==> src/rtl/tmr_pkg.sv <==
package tmr_pkg;

    localparam int CNT_W = 16;

    typedef enum logic [2:0] {
        MM_UG  = 3'b000,
        MM_EN  = 3'b001,
        MM_UPD = 3'b010,
        MM_LOW = 3'b011,
        MM_OC  = 3'b100
    } mms_e;

    typedef enum logic [2:0] {
        SM_OFF  = 3'b000,
        SM_RST  = 3'b100,
        SM_GATE = 3'b101,
        SM_TRIG = 3'b110,
        SM_ECM  = 3'b111
    } sms_e;

    typedef struct packed {
        logic       cen;
        logic [2:0] mms;
        logic [2:0] ts;
        logic [2:0] sms;
    } mode_t;

    function automatic logic pick_trig(input logic [2:0] ts, input logic itr0);
        return (ts == 3'b000) ? itr0 : 1'b0;
    endfunction

    function automatic logic pick_trgo(input logic [2:0] mms, input logic ug,
                                       input logic cen, input logic upd,
                                       input logic cmp);
        logic r;
        if (mms[2]) r = cmp;
        else begin
            case (mms)
                MM_UG:   r = ug;
                MM_EN:   r = cen;
                MM_UPD:  r = upd;
                default: r = 1'b0;
            endcase
        end
        return r;
    endfunction

endpackage

==> src/rtl/tmr_edge.sv <==
module tmr_edge (
    input  logic clk,
    input  logic rst,
    input  logic d,
    output logic rise
);
    logic q;

    always_ff @(posedge clk) begin
        if (rst) q <= 1'b0;
        else     q <= d;
    end

    assign rise = d & ~q;
endmodule

==> src/rtl/tmr_unit.sv <==
module tmr_unit
    import tmr_pkg::*;
#(
    parameter int W = CNT_W
) (
    input  logic         clk,
    input  logic         rst,
    input  logic         wr,
    input  logic         wr_cen,
    input  logic         wr_ug,
    input  logic [2:0]   wr_mms,
    input  logic [2:0]   wr_ts,
    input  logic [2:0]   wr_sms,
    input  logic [W-1:0] wr_psc,
    input  logic [W-1:0] wr_arr,
    input  logic [W-1:0] wr_ccr,
    input  logic         itr0,
    output logic [W-1:0] cnt,
    output logic         oc,
    output logic         trgo
);
    mode_t        md;
    logic [W-1:0] psc, arr, ccr, pcnt;
    logic         trig, rise, run, tick, ug_evt, clr_evt, ovf, trgo_d;

    assign trig = pick_trig(md.ts, itr0);

    tmr_edge u_edge (
        .clk  (clk),
        .rst  (rst),
        .d    (trig),
        .rise (rise)
    );

    always_comb begin
        ug_evt  = wr && wr_ug;
        clr_evt = (md.sms == SM_RST) && rise;
        run     = md.cen && !((md.sms == SM_GATE) && !trig);
        tick    = (md.sms == SM_ECM) ? rise : (pcnt == psc);
        ovf     = run && tick && (cnt == arr) && !ug_evt && !clr_evt;
        oc      = cnt < ccr;
        trgo_d  = pick_trgo(md.mms, ug_evt, md.cen, ovf || ug_evt, oc);
    end

    always_ff @(posedge clk) begin
        if (rst) begin
            md   <= '0;
            psc  <= '0;
            arr  <= '1;
            ccr  <= '0;
            cnt  <= '0;
            pcnt <= '0;
            trgo <= 1'b0;
        end else begin
            trgo <= trgo_d;
            if (wr) begin
                md  <= '{cen: wr_cen, mms: wr_mms, ts: wr_ts, sms: wr_sms};
                psc <= wr_psc;
                arr <= wr_arr;
                ccr <= wr_ccr;
            end else if ((md.sms == SM_TRIG) && rise) begin
                md.cen <= 1'b1;
            end

            if (ug_evt || clr_evt) begin
                cnt  <= '0;
                pcnt <= '0;
            end else if (run) begin
                if (md.sms == SM_ECM) begin
                    if (rise) cnt <= (cnt == arr) ? '0 : cnt + 1'b1;
                end else if (pcnt == psc) begin
                    pcnt <= '0;
                    cnt  <= (cnt == arr) ? '0 : cnt + 1'b1;
                end else begin
                    pcnt <= pcnt + 1'b1;
                end
            end
        end
    end


    wrap_to_zero_chk: assert property (@(posedge clk) disable iff (rst)
        ovf |=> (cnt == '0));


    gate_hold_chk: assert property (@(posedge clk) disable iff (rst)
        ((md.sms == SM_GATE) && !trig && !wr) |=> ($stable(cnt) && $stable(pcnt)));


    slave_clear_chk: assert property (@(posedge clk) disable iff (rst)
        ((md.sms == SM_RST) && rise && !wr) |=> (cnt == '0));


    ecm_edge_only_chk: assert property (@(posedge clk) disable iff (rst)
        ((md.sms == SM_ECM) && !rise && !wr) |=> $stable(cnt));


    disabled_hold_chk: assert property (@(posedge clk) disable iff (rst)
        (!md.cen && !wr && !clr_evt) |=> $stable(cnt));


    trig_start_chk: assert property (@(posedge clk) disable iff (rst)
        ((md.sms == SM_TRIG) && rise && !wr) |=> md.cen);
endmodule

==> src/rtl/tmr_pair.sv <==
module tmr_pair
    import tmr_pkg::*;
#(
    parameter int W = CNT_W
) (
    input  logic         clk,
    input  logic         rst,
    input  logic [1:0]   wr_en,
    input  logic         wr_cen,
    input  logic         wr_ug,
    input  logic [2:0]   wr_mms,
    input  logic [2:0]   wr_ts,
    input  logic [2:0]   wr_sms,
    input  logic [W-1:0] wr_psc,
    input  logic [W-1:0] wr_arr,
    input  logic [W-1:0] wr_ccr,
    output logic [W-1:0] cnt_a,
    output logic [W-1:0] cnt_b,
    output logic [1:0]   oc,
    output logic [1:0]   trgo
);
    localparam int NT = 2;

    logic [NT-1:0]        trgo_w, oc_w;
    logic [NT-1:0][W-1:0] cnt_w;

    for (genvar i = 0; i < NT; i++) begin : g_tmr
        tmr_unit #(.W(W)) u_tmr (
            .clk    (clk),
            .rst    (rst),
            .wr     (wr_en[i]),
            .wr_cen (wr_cen),
            .wr_ug  (wr_ug),
            .wr_mms (wr_mms),
            .wr_ts  (wr_ts),
            .wr_sms (wr_sms),
            .wr_psc (wr_psc),
            .wr_arr (wr_arr),
            .wr_ccr (wr_ccr),
            .itr0   (trgo_w[NT-1-i]),
            .cnt    (cnt_w[i]),
            .oc     (oc_w[i]),
            .trgo   (trgo_w[i])
        );
    end

    assign cnt_a = cnt_w[0];
    assign cnt_b = cnt_w[1];
    assign oc    = oc_w;
    assign trgo  = trgo_w;


    reset_quiet_chk: assert property (@(posedge clk)
        $past(rst) |-> (trgo == 2'b00 && cnt_a == '0 && cnt_b == '0));
endmodule

==> config.mk <==
export PLATFORM = sky130hd
export DESIGN_NAME = tmr_pair
export DESIGN_NICKNAME = d
export VERILOG_FILES = /design/src/rtl/tmr_pkg.sv /design/src/rtl/tmr_edge.sv /design/src/rtl/tmr_unit.sv /design/src/rtl/tmr_pair.sv
export SDC_FILE = /design/constraint.sdc
export NUM_CORES = 1
export LEC_CHECK = 0
export ABC_AREA = 1
export BUFFER_PORTS_ARGS = -buffer_cell sky130_fd_sc_hd__clkbuf_2
export CORE_MARGIN = 2
export CORE_UTILIZATION = 40
export CTS_BUF_LIST = sky130_fd_sc_hd__clkbuf_4 sky130_fd_sc_hd__clkbuf_8
export CTS_CLUSTER_DIAMETER = 50
export DETAILED_ROUTE_END_ITERATION = 10
export PLACE_DENSITY_LB_ADDON = 0.12
export SETUP_SLACK_MARGIN = 0.3
export SLEW_MARGIN = 10
export SYNTH_ARGS = -nofsm -noshare
export SYNTH_HDL_FRONTEND = slang
export SYNTH_SLANG_ARGS = --single-unit
==> constraint.sdc <==
create_clock -name clk -period 5 [get_ports clk]
set_clock_uncertainty 0.15 [all_clocks]
set_input_delay 0.5 -clock clk [delete_from_list [all_inputs] [get_ports clk]]
set_output_delay 0.5 -clock clk [all_outputs]
set_load 0.005 [all_outputs]
==> results.sh <==
export IMPL_status="completed"
export IMPL_synth_top_area_share_pct=39.0
export IMPL_ant_nets=0
export IMPL_port_buffers=98
export IMPL_antenna_found_initial=0
export IMPL_startpoint_type="flip-flop"
export IMPL_setup_viol=0
export IMPL_synth_compound_area_share_pct=15.5
export IMPL_synth_fp_nets=1452
export IMPL_synth_top_family_by_area="simple AND/OR/NAND/NOR gates"
export IMPL_synth_distinct_cells=42
export IMPL_p_leak_uw=0.00448
export IMPL_synth_most_common_cell="nand2_1"
export IMPL_maxCapViolCount=0
export IMPL_drt_iter0_markers=470
export IMPL_die_w_um=158
export IMPL_cp_slowest_cell="dfxtp_1"
export IMPL_yosys_area_top_type="dfxtp_1"
export IMPL_yosysWarnings=0
export IMPL_clkSinkCount=184
export IMPL_path_common_cell="a21oi_1"
export IMPL_multi_input_area_sq_um=4900
export IMPL_rsz0062_at_grt="no"
export IMPL_final_util_pct=45.3
export IMPL_die_y_um=158
export IMPL_post_cts_buffers=0
export IMPL_worstHoldPathType="in2reg"
export IMPL_worst_pin_slew_ns=0.993
export IMPL_relSlewSlack_pct=33.7
export IMPL_crit_fanout=5
export IMPL_synth_area_sq_um=9440
export IMPL_num_vias=8775
export IMPL_critPathKind="reg2out"
export IMPL_synthCells=1355
export IMPL_place_congestion=0.874
export IMPL_cp_end_kind="output pin"
export IMPL_rows=56
export IMPL_clk_pin_slew_worst_paths_ns=0.11
export IMPL_drc=0
export IMPL_topRoutingLayerUsed="met4"
export IMPL_cts_path_max_buffers=2
export IMPL_fin_crit_ns=2.93
export IMPL_yosys_top_cells_area="dfxtp_1 39%, nand2_1 12%, a21oi_1 7.4%, inv_1 6.2%, o21ai_0 6.0%"
export IMPL_period_share_pct=58.5
export IMPL_synth_top_flop_cell="dfxtp_1"
export IMPL_finalHoldViolCount=0
export IMPL_grt_usage_pct=21.9
export IMPL_dp_hpwl_um=20200
export IMPL_n_fill_cell=2532
export IMPL_cp_arrival_ns=2.28
export IMPL_cts_tree="built"
export IMPL_critPathMaxStageDelay_ns=0.56
export IMPL_wl_met3_um=874
export IMPL_synth_mux_area_share_pct=0
export IMPL_root_buffer="clkbuf_8"
export IMPL_fmax_ghz=0.342
export IMPL_synth_common_cells="294 x nand2_1, 184 x dfxtp_1, 156 x inv_1, 139 x a21oi_1, 134 x nor2_1"
export IMPL_synth_edf_count=0
export IMPL_peakVddDrop_mv=0.167
export IMPL_via_per_inst=4.98
export IMPL_area_delta_synth_final_pct=11.9
export IMPL_drt_met1_wl_um=12900
export IMPL_slew_violations=0
export IMPL_coreArea_sq_um=23300
export IMPL_seq_area_sq_um=3680
export IMPL_grt_max_degree=69
export IMPL_finalSetupTns_ns=0
export IMPL_start_util_pct=40.5
export IMPL_wl_met2_um=12500
export IMPL_fin_ws_ns=2.07
export IMPL_clk_latency_ns=0.47
export IMPL_async_reset_ff_share_pct=0
export IMPL_drive_gt1_share_pct=13.0
export IMPL_n_antenna_cell=0
export IMPL_die_area_sq_um=24800
export IMPL_nNetsFinal=1526
export IMPL_cts_buffers=17
export IMPL_cts_resized=0
export IMPL_ios=99
export IMPL_seq_area_frac_synth_pct=39.0
export IMPL_drt_pre_antenna_iters=6
export IMPL_grt_remaining_overflow=0
export IMPL_synthSimpleGateAreaFrac_pct=27.8
export IMPL_syn_avg_cell_area_sq_um=6.97
export IMPL_post_drt_wl_per_cell_um=15.1
export IMPL_powerDensity_nw_per_um2=277
export IMPL_hold_buffers=0
export IMPL_synth_xor_area_share_pct=4.08
export IMPL_synth_fa_ha_area_share_pct=4.51
export IMPL_crit_chain="ha_1, a21oi_1, o21ai_0, a21oi_1, a21boi_0, clkbuf_2"
export IMPL_dp_slack_ns=2.11
export IMPL_ys_ff_latch=184
export IMPL_routed_wirelength_um=26500
export IMPL_grt_pass1_wl_um=42500
export IMPL_htree_levels=4
export IMPL_cp_data_required_time_ns=4.35
export IMPL_first_global_vias=8316
==> cell families (layout without fill, tap and decap cells) <==
family | count (synthesis) | in the layout
and+or+nand+nor | 596 | 596
AOI/OAI and AO/OA | 278 | 278
buffers and inverters | 219 | 306
DFF | 184 | 184
xor gates and xnor gates | 44 | 44
adders and majority gates | 34 | 34
==> placed cells by master, fill, tap and decap left out, types with 6 or more instances in the layout <==
cell type  synthesis  layout
xnor2_1           16      16
ha_1              34      34
a21oi_1          139     139
inv_1            156     155
nand2_1          294     294
inv_2              9      10
nand4_1           29      29
xor2_1            28      28
nor2_1           134     134
nand2_2            8       8
nand3_1           60      60
buf_4              5       8
o21ai_0          114     114
nor3b_1            6       6
clkbuf_8           0      17
nor4_1             6       6
nor3_1            37      37
dfxtp_1          184     184
inv_8              0       6
clkbuf_2           2      98
==> worst paths after layout <==
check	start	end	slack, ns	cells past startpoint
worst max-delay path	g_tmr[0].u_tmr.cnt[15]	oc[0]	2.07	6
worst min-delay path	wr_arr[6]	g_tmr[1].u_tmr.arr[6]	0.11	3
worst max register to register	g_tmr[1].u_tmr.md[5]	g_tmr[1].u_tmr.pcnt[15]	2.54	11
worst min register to register	g_tmr[0].u_tmr.ccr[10]	g_tmr[0].u_tmr.ccr[10]	0.32	2
==> flip-flops by register name, indices dropped and copies added (netlist names) <==
name and flops:
g_tmr.u_tmr.arr 32, g_tmr.u_tmr.ccr 32, g_tmr.u_tmr.cnt 32, g_tmr.u_tmr.pcnt 32
g_tmr.u_tmr.psc 32, g_tmr.u_tmr.md 20, g_tmr.u_tmr.trgo 2, g_tmr.u_tmr.u_edge.q 2
==> stage by stage <==
step                      instances  hold WS, ns  power (uW)  instance area (sq um)
after floorplan                1355        0.284        1810                   9440
after global placement         1729        0.294        1920                  10200
after detailed placement       1729        0.302        1920                  10200
after CTS                      1761       0.0902        2960                  10600
after global routing           1761        0.108        3070                  10600
final                          1761        0.114        2930                  10600
==> layer usage <==
layer  track usage (%)  vias up
met5                 0        -
met1              29.9     4058
met4              4.85        0
met2              37.0      143
met3              2.90       16
li1                  -     4558
==> cell type report <==
| type | count | area share, % |
|---|---|---|
| inverters | 168 | 6.02 |
| clock inverters | 15 | 1.52 |
| multi-input cells | 952 | 46.4 |
| repair buffers | 106 | 5.21 |
| clock buffers | 17 | 2.21 |
| flip-flops and latches | 184 | 34.9 |
| well taps | 319 | 3.78 |
==> power breakdown <==
part | switching (uW) | internal, uW | total [uW]
clock network | 618 | 418 | 1040
registers | 38.7 | 1530 | 1570
logic | 207 | 109 | 316
==> worst max-delay path: cells and delay by family (launching register included) <==
family          cells  cell delay (ns)
flops               1             0.56
buf+inv             1             0.17
fa+ha+maj           1             0.33
compound gates      4             0.75
Note: power is estimated with default switching activity, not from simulation.
